[src/rtl/flash_seq_pkg.sv]
package flash_seq_pkg;

    typedef enum logic [1:0] {
        OP_PROG = 2'b00,
        OP_SECT = 2'b01,
        OP_CHIP = 2'b10,
        OP_RSVD = 2'b11
    } job_e;

    typedef enum logic [2:0] {
        S_IDLE,
        S_WRITE,
        S_POLL_RD,
        S_POLL_WT,
        S_VER_RD,
        S_VER_WT,
        S_ABORT
    } state_e;

    localparam logic [15:0] ADDR_KEY_A = 16'h5555;
    localparam logic [15:0] ADDR_KEY_B = 16'h2AAA;

    localparam logic [7:0] BYTE_KEY_A   = 8'hAA;
    localparam logic [7:0] BYTE_KEY_B   = 8'h55;
    localparam logic [7:0] BYTE_PROG    = 8'hA0;
    localparam logic [7:0] BYTE_ERASE   = 8'h80;
    localparam logic [7:0] BYTE_CHIP    = 8'h10;
    localparam logic [7:0] BYTE_SECTOR  = 8'h30;
    localparam logic [7:0] BYTE_RESET   = 8'hF0;

    // index of the final write cycle for a job
    function automatic logic [2:0] last_step(job_e op);
        return (op == OP_PROG) ? 3'd3 : 3'd5;
    endfunction

endpackage

[src/rtl/flash_seq_cmdgen.sv]
module flash_seq_cmdgen
    import flash_seq_pkg::*;
#(
    parameter int AW = 18,
    parameter int DW = 16
) (
    input  job_e             op,
    input  logic [2:0]       step,
    input  logic [AW-1:0]    tgt_addr,
    input  logic [DW-1:0]    tgt_data,
    output logic [AW-1:0]    wr_addr,
    output logic [DW-1:0]    wr_data
);
    localparam logic [AW-1:0] KA = AW'(ADDR_KEY_A);
    localparam logic [AW-1:0] KB = AW'(ADDR_KEY_B);

    function automatic logic [DW-1:0] cmd(logic [7:0] b);
        return DW'(b);
    endfunction

    always_comb begin
        wr_addr = KA;
        wr_data = cmd(BYTE_KEY_A);
        unique case (step)
            3'd0: begin wr_addr = KA; wr_data = cmd(BYTE_KEY_A); end
            3'd1: begin wr_addr = KB; wr_data = cmd(BYTE_KEY_B); end
            3'd2: begin
                wr_addr = KA;
                wr_data = (op == OP_PROG) ? cmd(BYTE_PROG) : cmd(BYTE_ERASE);
            end
            3'd3: begin
                if (op == OP_PROG) begin
                    wr_addr = tgt_addr;
                    wr_data = tgt_data;
                end else begin
                    wr_addr = KA;
                    wr_data = cmd(BYTE_KEY_A);
                end
            end
            3'd4: begin wr_addr = KB; wr_data = cmd(BYTE_KEY_B); end
            default: begin
                if (op == OP_CHIP) begin
                    wr_addr = KA;
                    wr_data = cmd(BYTE_CHIP);
                end else begin
                    wr_addr = tgt_addr;
                    wr_data = cmd(BYTE_SECTOR);
                end
            end
        endcase
    end
endmodule

[src/rtl/flash_seq_polleval.sv]
module flash_seq_polleval #(
    parameter bit TOGGLE_MODE = 1'b0
) (
    input  logic clk,
    input  logic rst,
    input  logic clear,
    input  logic sample,
    input  logic is_prog,
    input  logic exp_b7,
    input  logic rd_b7,
    input  logic rd_b6,
    output logic complete
);
    logic prev_b6_q;
    logic have_prev_q;
    logic tog_done;
    logic dat_done;

    always_ff @(posedge clk) begin
        if (rst || clear) begin
            prev_b6_q   <= 1'b0;
            have_prev_q <= 1'b0;
        end else if (sample) begin
            prev_b6_q   <= rd_b6;
            have_prev_q <= 1'b1;
        end
    end

    always_comb begin
        tog_done = have_prev_q && (prev_b6_q == rd_b6);
        dat_done = is_prog ? (rd_b7 == exp_b7) : rd_b7;
        complete = TOGGLE_MODE ? tog_done : dat_done;
    end
endmodule

[src/rtl/flash_seq.sv]
module flash_seq
    import flash_seq_pkg::*;
#(
    parameter int AW          = 18,
    parameter int DW          = 16,
    parameter int POLL_LIMIT  = 4096,
    parameter bit TOGGLE_MODE = 1'b0
) (
    input  logic          clk,
    input  logic          rst,
    input  logic          req_valid,
    output logic          req_ready,
    input  logic [1:0]    req_op,
    input  logic [AW-1:0] req_addr,
    input  logic [DW-1:0] req_data,
    output logic          fl_we,
    output logic          fl_re,
    output logic [AW-1:0] fl_addr,
    output logic [DW-1:0] fl_wdata,
    input  logic [DW-1:0] fl_rdata,
    output logic          done,
    output logic          error
);
    localparam int CW = $clog2(POLL_LIMIT + 1);
    localparam logic [CW-1:0] CNT_LAST = CW'(POLL_LIMIT - 1);

    state_e        state_q;
    job_e          op_q;
    logic [AW-1:0] addr_q;
    logic [DW-1:0] data_q;
    logic [2:0]    step_q;
    logic [CW-1:0] cnt_q;
    logic          done_q;
    logic          err_q;

    logic [AW-1:0] gen_addr;
    logic [DW-1:0] gen_data;
    logic          poll_ok;

    flash_seq_cmdgen #(.AW(AW), .DW(DW)) cmdgen_i (
        .op       (op_q),
        .step     (step_q),
        .tgt_addr (addr_q),
        .tgt_data (data_q),
        .wr_addr  (gen_addr),
        .wr_data  (gen_data)
    );

    flash_seq_polleval #(.TOGGLE_MODE(TOGGLE_MODE)) polleval_i (
        .clk      (clk),
        .rst      (rst),
        .clear    (state_q == S_WRITE),
        .sample   (state_q == S_POLL_WT),
        .is_prog  (op_q == OP_PROG),
        .exp_b7   (data_q[7]),
        .rd_b7    (fl_rdata[7]),
        .rd_b6    (fl_rdata[6]),
        .complete (poll_ok)
    );

    always_ff @(posedge clk) begin
        if (rst) begin
            state_q <= S_IDLE;
            op_q    <= OP_PROG;
            addr_q  <= '0;
            data_q  <= '0;
            step_q  <= '0;
            cnt_q   <= '0;
            done_q  <= 1'b0;
            err_q   <= 1'b0;
        end else begin
            done_q <= 1'b0;
            err_q  <= 1'b0;
            unique case (state_q)
                S_IDLE: begin
                    if (req_valid) begin
                        if (job_e'(req_op) == OP_RSVD) begin
                            err_q <= 1'b1;
                        end else begin
                            op_q    <= job_e'(req_op);
                            addr_q  <= req_addr;
                            data_q  <= req_data;
                            step_q  <= '0;
                            cnt_q   <= '0;
                            state_q <= S_WRITE;
                        end
                    end
                end
                S_WRITE: begin
                    if (step_q == last_step(op_q)) begin
                        step_q  <= '0;
                        state_q <= S_POLL_RD;
                    end else begin
                        step_q <= step_q + 3'd1;
                    end
                end
                S_POLL_RD: state_q <= S_POLL_WT;
                S_POLL_WT: begin
                    if (poll_ok) begin
                        if (op_q == OP_PROG) begin
                            state_q <= S_VER_RD;
                        end else begin
                            done_q  <= 1'b1;
                            state_q <= S_IDLE;
                        end
                    end else if (cnt_q == CNT_LAST) begin
                        state_q <= S_ABORT;
                    end else begin
                        cnt_q   <= cnt_q + 1'b1;
                        state_q <= S_POLL_RD;
                    end
                end
                S_VER_RD: state_q <= S_VER_WT;
                S_VER_WT: begin
                    if (fl_rdata == data_q) done_q <= 1'b1;
                    else                    err_q  <= 1'b1;
                    state_q <= S_IDLE;
                end
                S_ABORT: begin
                    err_q   <= 1'b1;
                    state_q <= S_IDLE;
                end
                default: state_q <= S_IDLE;
            endcase
        end
    end

    always_comb begin
        req_ready = (state_q == S_IDLE);
        fl_we     = (state_q == S_WRITE) || (state_q == S_ABORT);
        fl_re     = (state_q == S_POLL_RD) || (state_q == S_VER_RD);
        done      = done_q;
        error     = err_q;
        if (state_q == S_WRITE) begin
            fl_addr  = gen_addr;
            fl_wdata = gen_data;
        end else if (state_q == S_ABORT) begin
            fl_addr  = AW'(ADDR_KEY_A);
            fl_wdata = DW'(BYTE_RESET);
        end else begin
            fl_addr  = addr_q;
            fl_wdata = '0;
        end
    end
endmodule

[config.mk]
export PLATFORM = sky130hd
export DESIGN_NAME = flash_seq
export DESIGN_NICKNAME = d
export VERILOG_FILES = /design/src/rtl/flash_seq_pkg.sv /design/src/rtl/flash_seq_cmdgen.sv /design/src/rtl/flash_seq_polleval.sv /design/src/rtl/flash_seq.sv
export SDC_FILE = /design/constraint.sdc
export NUM_CORES = 1
export LEC_CHECK = 0
export ABC_AREA = 1
export BUFFER_PORTS_ARGS = -buffer_cell sky130_fd_sc_hd__buf_2
export CAP_MARGIN = 25
export CORE_MARGIN = 5
export CORE_UTILIZATION = 53
export CTS_CLUSTER_DIAMETER = 40
export DETAILED_ROUTE_END_ITERATION = 6
export HOLD_SLACK_MARGIN = 0.02
export PLACE_DENSITY = 0.91
export SKIP_LAST_GASP = 1
export SYNTH_ARGS = -nofsm -noshare
export SYNTH_HDL_FRONTEND = slang
export SYNTH_SLANG_ARGS = --single-unit
[constraint.sdc]
create_clock -name clk -period 2.1 [get_ports clk]
set_input_delay 0.21 -clock clk [delete_from_list [all_inputs] [get_ports clk]]
set_output_delay 0.21 -clock clk [all_outputs]
set_load 0.02 [all_outputs]
Word-level counts from Yosys, hierarchy flattened

Index checks and enable logic that the tools add are counted.

ROM bits: 0
Latch bits: 0
Bits of input ports: 55
Output and inout bits: 39
Memories kept: 0
Bits in registers: 57
Bits in writable memories: 0

Mux-type cells: 37
$lt $le $gt $ge: 0
$add $sub $neg: 2
Div/mod/pow operators: 0
Bitwise operators: 1
Shift-type cells: 0
Multiply operators: 0
Equality and inequality tests: 21
Reductions and logical operators: 13

Operators with widths:

| kind                                            | count |
|---|---|
| 2-to-1 mux 18 bit                               | 4 |
| one-hot mux 16 bit (4 select lines)             | 1 |
| one-hot mux 18 bit (3 select lines)             | 1 |
| 2-to-1 mux 13 bit                               | 4 |
| 2-to-1 mux 16 bit                               | 2 |
| 2-to-1 mux 3 bit                                | 10 |
| one-hot mux 13 bit (2 select lines)             | 1 |
| == test 16 bit                                  | 1 |
| one-hot mux 3 bit (5 select lines)              | 1 |
| adder 13 x 1 -> 13 bit, second input constant   | 1 |
| == test 13 x 12 -> 1 bit, second input constant | 1 |
| == test 3 x 2 -> 1 bit, second input constant   | 4 |
| == test 3 bit, second input constant            | 4 |
| 2-to-1 mux 6 bit                                | 2 |
| inequality test 2 bit, second input constant    | 5 |
| AND reduction 3 bit                             | 3 |
| 2-to-1 mux 8 bit                                | 1 |
| 2-to-1 mux 1 bit                                | 7 |
| == test 3 x 1 -> 1 bit, second input constant   | 2 |
| logical NOT 3 bit                               | 2 |
| one-hot mux 3 bit (2 select lines)              | 1 |
| AND reduction 5 bit                             | 1 |
| == test 2 bit, second input constant            | 2 |
| nonzero test 2 bit                              | 2 |
| 9 further kinds                                 | 11 |

Depth between registers and ports, before layout

Gate-level depths: netlist of the first run.

Depth after elaboration: 5
Mapped depth: 10

Hierarchy

From an unflattened synthesis of the first run, not the netlist that was laid out.

Cells, all modules: 644
Area total of the unflattened synthesis: 3863.7 sq um

By module, submodules not included:

| module             | area each (sq um) | cells an instance | instances |
|---|---|---|---|
| flash_seq          | 3154.3            | 477               | 1 |
| flash_seq_cmdgen   | 681.9             | 160               | 1 |
| flash_seq_polleval | 27.5              | 7                 | 1 |

Least setup slack after synthesis of the first run

No wires, ideal clock.

Path kind: register -> output
Start: register step_q[0]
End: output port fl_addr[15]
Cell stages (with the launch flop): 8
Arrival time: 1.809 ns
Path slack: 0.081 ns
Cells stage by stage: dfxtp_1 ha_1 ha_1 inv_1 nor2_1 nand2_1 clkbuf_1 a31oi_1

Word-level cells in the longest chain between the ends: 4
Elaborated cells between the ends (all ways): 9
Classes of those cells: eq/ne (4); mux (2); reduce/logical (3)

RTL lines:

| element                                              | line                   | RTL |
|---|---|---|
| start: declaration                                   | flash_seq.sv:31        | `logic [2:0] step_q;` |
| start signal: assignment                             | flash_seq.sv:94        | `step_q <= step_q + 3'd1;` |
| == test 3 x 1 -> 1 bit, or another cell as far along | flash_seq_cmdgen.sv:24 | `unique case (step)` |
| OR reduction 2 bit (no line)                         | n/a                    |  |
| one-hot mux 18 bit (3 select lines) (*)              | flash_seq_cmdgen.sv:24 |  |
| 2-to-1 mux 18 bit (*)                                | flash_seq.sv:134       | `if (state_q == S_WRITE) begin` |
| end: declaration                                     | flash_seq.sv:18        | `output logic [AW-1:0] fl_addr,` |

Every way passes the cells marked *; elsewhere a longest branch is shown, timed or not.

Worst setup path in the final report of the first run

Start: register step_q[1]
End: output port fl_wdata[5]

Word-level cells in the longest chain between the ends: 4
Elaborated cells between the ends (all ways): 8
Classes of those cells: eq/ne (4); mux (2); reduce/logical (2)

RTL lines:

| element                                                        | line                   | RTL |
|---|---|---|
| == test 3 x 1 -> 1 bit / == test 3 bit (equally long branches) | flash_seq_cmdgen.sv:24 |  |
| OR reduction 2 bit (no line)                                   | n/a                    |  |
| one-hot mux 16 bit (4 select lines) (*)                        | flash_seq_cmdgen.sv:24 |  |
| 2-to-1 mux 16 bit (*)                                          | flash_seq.sv:134       |  |
| end: declaration                                               | flash_seq.sv:19        | `output logic [DW-1:0] fl_wdata,` |

Marked as above.

==> results of run 1 <==
## flip-flops by register name, indices dropped and copies added (netlist names)
| signal | cells |
|---|---|
| cnt_q | 13 |
| done | 1 |
| addr_q | 18 |
| op_q | 2 |
| step_q | 3 |
| data_q | 16 |
| error | 1 |
| state_q | 3 |
## worst max-delay path, stage by stage (launching register included)
cell and delay [ps]:
dfxtp_4 390, inv_4 60, ha_4 170, o21ai_4 160, inv_2 80, nor3_4 280, buf_6 180, a21oi_2 60
a31oi_1 220, buf_2 200
## stage by stage
step | power (mW) | hold WS (ps)
floorplan | 2.88 | 345
global placement | 3.38 | 433
detailed placement | 3.45 | 440
CTS | 4.92 | 87.8
global route | 5.44 | 107
finish | 5.18 | 92.4
## metal layers
| metal | wire (µm) | track usage, % |
|---|---|---|
| met3 | 1150 | 6.20 |
| met4 | 473 | 11.6 |
| met1 | 4170 | 32.5 |
| met2 | 5300 | 43.8 |
| met5 | 0 | 0 |
## where the power goes
| group | switching [mW] | internal (mW) |
|---|---|---|
| sequential | 0.184 | 1.29 |
| clock | 0.456 | 0.728 |
| combinational | 1.58 | 0.940 |
## layout make-up
class	instances	area [µm²]
multi-input cells	391	2070
flip-flops and latches	57	1150
fillers	463	1760
clock inverters	5	77.6
repair buffers	114	748
inverters	48	188
clock buffers	11	151
well taps	77	96.3
## kinds of logic after synthesis
kind of cell | synth area share, %
compound gates | 17.8
xor+xnor | 3.39
fa+ha+maj | 2.24
buf+inv | 8.83
flops | 34.0
simple gates | 33.7
## worst paths after layout
check,slack [ps],from,depth (start not counted),to
setup / recovery,-240,step_q[1],9,fl_wdata[5]
hold / removal,90,req_addr[3],3,addr_q[3]
setup reg to reg,340,op_q[0],10,state_q[0]
hold reg to reg,480,addr_q[15],2,addr_q[15]
## placed cells by master (no fill, tap or decap), types with 7 or more instances in the layout
cell      netlist  routed
inv_1          44      38
buf_6           3      10
nand4_1        10      10
xor2_1         11      11
buf_4           0      37
nand2_1       101      88
dfxtp_1        57      52
clkbuf_8        0      11
inv_2           4       7
o21ai_0        63      60
nor2_1        105     103
a31oi_1        14      13
a21oi_1        32      30
nand2_2         2      14
nand3_1        24      23
buf_2           2      66
## what timing repair did
action	in CTS	in global routing
hold buffers	0	0
cloned	1	0
endpoints found under the setup margin	32	32
buffers inserted	5	1
pin swaps	8	12
resized for setup	55	38
==> results.md, run 1 <==
- Synth cell count leaders: 105 x nor2_1, 101 x nand2_1, 63 x o21ai_0
- Io pins: 94
- Crit share post-route: 112%
- # nets final: 682
- Port buffer count: just over 90
- Leakage: 2.02 nW
- Run status: finished with violations
- Count leader, synth: nor2_1
- Worst Setup End Kind: output pin
- Root buffer cell: clkbuf_8
- TritonRoute pass-1 iters: 7
- Failing checks: setup timing
- Flops & latches, synth: 57
- Initial antenna violation count: 0
- Core footprint: 6240 µm²
- GRT Total Usage: 26.4%
- Register area share after synthesis: between 30% and 40%
- Clock latency on the worst-skew pair: ~340 ps
- Via density: ~5.7
- First-pass GRT wire length: around 17000 µm
- Most used flip-flop cell after synthesis: dfxtp_1
- Final core occ: between 70% and 80%
- CTS tree: yes
- Top cells by area, synth: dfxtp_1 34%, nor2_1 12%, nand2_1 11%, o21ai_0 9.4%, inv_1 4.9%
- Remaining global-route overflow: 0
- Initial core utilization: a little over half
- Post-Syn Area: 3360 µm²
- Routed Antenna Nets: 0
- Fmax: roughly 430 MHz
- Fin crit period: about 2300 ps
- DP Wirelength: roughly 7000 µm
- Top-area cell type share of the netlist area: between 30% and 40%
- Clock sink count: 57
- CP max FO: 5
- Syn nets: 577
- Clock buffer depth: 2
- Cell Count, Final, Fillers Out: approximately 700
- Max_slew headroom: roughly 50%
- Worst Slack Setup Final: -242 ps
- Yosys warning count: 0
- Pwr per Cell Area: ~1200 nW/µm²
- Maxcap violations: 0
- GPL Wtd Cong: around 0.90
- Setup Skew: roughly 9.1 ps
- # rows: 29
- WS Path Type: register to output pin
- Placed Area: approximately 3900 µm²
- Number of global-route vias before repair: around 3700
- Final Slew Violations: 0
- Worst VDD drop: 810 µV
- Die Wd: 89.6 µm
- Setup tns final: -3670 ps
- Average routed wire per standard cell: about 16 µm
- DRC violations left: 0
- H-Tree Depth: 3
- Die height: between 80 and 90 µm
- CTS clk-pin slew, worst paths: around 70 ps
- Largest net degree at the start of global routing: between 40 and 50
- Syn Area/Cell: 6.51 µm²
- Async S/R FF share, synth: 0%
- DRT iter0 DRCs: about 360
- Final Hold Fails: 0
- RSZ-0062 raised after global routing: true
- Mapped Cells: 516
- Post-placement cell count: ~680
- Die ar.: between 8000 and 9000 µm²
- Dpl ws: ~26 ps
- Required time worst endpoint: about 1900 ps
- Routed wire length: 11100 µm
- CTS buffer count: 9
- Hold crit path type: input pin to register
- Post-synth EDFFs: 0
- Distinct cell type count after synthesis: 33
- CP Launch Type: register
- Vias: a little over 4000
- Antenna cells: 0
- Final setup violation count: 22
- P&R area growth vs syn: 33.5%
- Final instance area: 4480 µm²
- Synth area leader: dfxtp_1
- Proportion of layout cells with a drive suffix above 1: 29.7%
- Worst path arrival time: about 2100 ps
- Worst Tran Pin Value: ~740 ps
(Power assumes the default switching activity.)
==> inputs of run 2 (changes only) <==
Settings changed: ABC_AREA 1 to 0, CORE_UTILIZATION 53 to 52, REMOVE_ABC_BUFFERS from default to 1.
==> run 2 against run 1 <==
  * The flow still finishes with violations (setup timing)
  * Synthesized cell count is 21% lower
  * Clock power is 13% lower
  * Cell count is 17% lower
  * Via count is 12% lower
  * Maximum frequency is 2.8% higher
  * Largest cell class unchanged
  * Highest routed layer unchanged
==> results.md, run 2 <==
- Run status: finished with violations (unchanged)
- Failing checks: setup timing (unchanged)
- CP delay by family, top: compound AO/OA/AOI/OAI gates (was buffers and inverters)
- GRT Total Usage: 25.5% (was 26.4%)
- Final core occ: 72.9% (was 71.8%)
- Mapped Cells: 406 (was 516)
- # rows: 28 (was 29)
- Post-Syn Area: 3100 µm² (was 3360 µm²)
- Average routed wire per standard cell: 17.8 µm (was 15.8 µm)
- GPL Wtd Cong: 0.887 (was 0.895)
- DRC violations left: 0 (unchanged)
- Cell Count, Final, Fillers Out: 585 (was 703)
- Post-Synth Adder-Cell Area: 2.42% (was 2.24%)
- Buffers and inverters on the worst path: 2 (was 4)
- # nets final: 566 (was 682)
- Routed Antenna Nets: 0 (unchanged)
- Simple-gate share of the synthesized area: 26.3% (was 33.7%)
- Fill count: 395 (was 463)
- Initial antenna violation count: 0 (unchanged)
- Core footprint: 5850 µm² (was 6240 µm²)
- RSZ-0062 raised after global routing: true (unchanged)
- Antenna cells: 0 (unchanged)
- Commonest non-fill, non-tap cells in the layout: 84 x nand2_1, 70 x buf_2, 54 x dfxtp_1, 51 x a21oi_1, 22 x buf_6 (was 103 x nor2_1, 88 x nand2_1, 66 x buf_2, 60 x o21ai_0, 52 x dfxtp_1)
- Fmax: 439 MHz (was 427 MHz)
- Largest register by flop count: addr_q (unchanged)
- Clock buffer depth: 2 (unchanged)
- Distinct cell type count after synthesis: 50 (was 33)
- Maxcap violations: 0 (unchanged)
- CP Launch Type: register (unchanged)
- Remaining global-route overflow: 0 (unchanged)
- Crit path cell chain: inv_4 > ha_4 > o21ba_4 > nor3_1 > o21ai_0 > o221ai_1 > buf_4 (was inv_4 > ha_4 > o21ai_4 > inv_2 > nor3_4 > buf_6 > a21oi_2 > a31oi_1 > buf_2)
- Post-synthesis compound-gate area fraction: 24.4% (was 17.8%)
- Vias: 3527 (was 4024)
- CTS clk-pin slew, worst paths: 70 ps (about the same)
- Die height: 87.2 µm (was 89.6 µm)
- Port buffer count: 93 (unchanged)
- CTS buffer count: 9 (unchanged)
- Die Wd: 87.2 µm (was 89.6 µm)
- Largest net degree at the start of global routing: 51 (was 49)
- Final Slew Violations: 0 (unchanged)
- Final setup violation count: 23 (was 22)
- Routed wire length: 10400 µm (was 11100 µm)
- DP Wirelength: 6170 µm (was 7010 µm)
- Pwr per Cell Area: 791 nW/µm² (was 1160 nW/µm²)
- Worst VDD drop: 638 µV (was 810 µV)
- Clock sink count: 57 (unchanged)
- Register area share after synthesis: 36.8% (was 34.0%)
- CTS tree: yes (unchanged)
- Initial core utilization: 53.0% (was 53.8%)
- Worst Slack Setup Final: -179 ps (was -242 ps)
- Top-area cell type share of the netlist area: 36.8% (was 34.0%)
- Most used flip-flop cell after synthesis: dfxtp_1 (unchanged)
- Clock latency on the worst-skew pair: 350 ps (was 340 ps)
- Fin crit period: 2280 ps (was 2340 ps)
- Post-synth EDFFs: 0 (unchanged)
- Number of global-route vias before repair: 3202 (was 3748)
- Max_slew headroom: 41.7% (was 50.3%)
- Crit share post-route: 109% (was 112%)
- Worst path arrival time: 2070 ps (was 2130 ps)
- TritonRoute pass-1 iters: 5 (was 7)
- Top cells by area, synth: dfxtp_1 37%, nand2_1 10%, a21oi_1 8.2%, xor2_1 4.5%, and2_1 2.8% (was dfxtp_1 34%, nor2_1 12%, nand2_1 11%, o21ai_0 9.4%, inv_1 4.9%)
- Largest registers: addr_q x18, data_q x16, cnt_q x13 (unchanged)
- Dpl ws: 21.6 ps (was 26.5 ps)
- Setup tns final: -2560 ps (was -3670 ps)
- Max reg flops: 18 (unchanged)
- Worst Setup End Kind: output pin (unchanged)
- Count leader, synth: nand2_1 (was nor2_1)
- Worst path max stage delay: 400 ps (was 390 ps)
- Register area: 1150 µm² (about the same)
- Synth cell count leaders: 85 x nand2_1, 57 x dfxtp_1, 51 x a21oi_1 (was 105 x nor2_1, 101 x nand2_1, 63 x o21ai_0)
- Flops & latches, synth: 57 (unchanged)
- Largest family of logic cells by synthesized area: simple AND/OR/NAND/NOR gates (unchanged)
- Via density: 6.03 (was 5.72)
- Hold crit path type: input pin to register (unchanged)
- First-pass GRT wire length: 15300 µm (was 16700 µm)
- DRT iter0 DRCs: 365 (was 355)
- H-Tree Depth: 3 (unchanged)
- Root buffer cell: clkbuf_8 (unchanged)
- Synth area leader: dfxtp_1 (unchanged)
- Worst Tran Pin Value: 868 ps (was 744 ps)
- Area of the multi-input gates: 2000 µm² (was 2070 µm²)
- Slowest CP cell: dfxtp_4 (unchanged)
- Post-Synth XOR/XNOR Area: 4.81% (was 3.39%)
- Hold Buf Count CTS: 0 (unchanged)
- Async S/R FF share, synth: 0% (unchanged)
- Io pins: 94 (unchanged)
- CP max FO: 3 (was 5)
- Yosys warning count: 0 (unchanged)
- Required time worst endpoint: 1890 ps (about the same)
- Placed Area: 3670 µm² (was 3900 µm²)
- Syn Area/Cell: 7.63 µm² (was 6.51 µm²)
- Proportion of layout cells with a drive suffix above 1: 32.9% (was 29.7%)
- Final Hold Fails: 0 (unchanged)
- Final instance area: 4270 µm² (was 4480 µm²)
- Post-placement cell count: 564 (was 679)
- Leakage: 1.85 nW (was 2.02 nW)
- WS Path Type: register to output pin (unchanged)
- Most common cell after layout, fill and taps aside: nand2_1 (was nor2_1)
- Die ar.: 7600 µm² (was 8030 µm²)
- Setup Skew: 6.13 ps (was 9.06 ps)
- P&R area growth vs syn: 37.7% (was 33.5%)
- Mux cell area share after synthesis: 0.323% (was 0%)
run 2: cell count changes after synthesis, sizes merged, moves of 10 or more:
cell   delta
a21o     +10
nor2     -88
and2     +13
a21oi    +19
nand2    -19
inv      -38
o21a     +10
nand3    -19
o21ai    -55
run 2: final cells by class:
class / instances / share of cell area, %
Clock inverter: 5 / 1.29
Clock buffer: 11 / 3.31
Timing Repair Buffer: 113 / 18.3
Sequential cell: 57 / 27.0
Inverter: 10 / 0.997
Tap cell: 75 / 2.20
Multi-Input combinational cell: 314 / 47.0
run 2: logic make-up (layout without fill, tap and decap cells):
| logic type | after synthesis | count (layout) |
|---|---|---|
| and+or+nand+nor | 169 | 170 |
| AOI/OAI and AO/OA | 119 | 120 |
| DFF | 57 | 57 |
| buffers and inverters | 37 | 139 |
| xor gates and xnor gates | 17 | 17 |
| adders and majority gates | 6 | 6 |
| muxes | 1 | 1 |
run 2: worst paths after layout:
check | from | end | slack (ps) | depth (start not counted)
max reg2reg | op_q[1] | cnt_q[9] | 170 | 4
min | req_addr[17] | addr_q[17] | 90 | 3
min reg2reg | addr_q[11] | addr_q[11] | 460 | 2
max | step_q[0] | fl_wdata[5] | -180 | 7
run 2: worst reg2reg max path, delay by kind of cell, from the launching register on:
| family | cells | cell delay [ps] |
|---|---|---|
| compound gates | 3 | 730 |
| flops | 1 | 400 |
| simple gates | 1 | 730 |
run 2: layer usage:
layer,global-route usage [%],vias up,wire length [µm]
met5,0,-,0
met4,11.7,0,602
met3,7.28,60,961
met2,42.9,200,5090
met1,30.1,1650,3760
li1,-,1617,-
run 2: report_power, final:
group	leakage [nW]	switching (mW)	internal, mW	total, mW
Clock	0.0953	0.452	0.575	1.03
Sequential	0.466	0.0682	1.16	1.22
Combinational	1.29	0.645	0.478	1.12
run 2: metrics by stage:
step                hold slack [ps]  power [mW]
floorplan                       279        1.77
global placement                439        2.07
detailed placement              446        2.10
CTS                            91.1        3.30
global route                   94.7        3.52
finish                         90.3        3.37
run 2: timing repair:
action,CTS,global route
resized for setup,72,24
pin swaps,10,12
buffers inserted,1,1
gates cloned,1,2
setup endpoints to repair,31,31
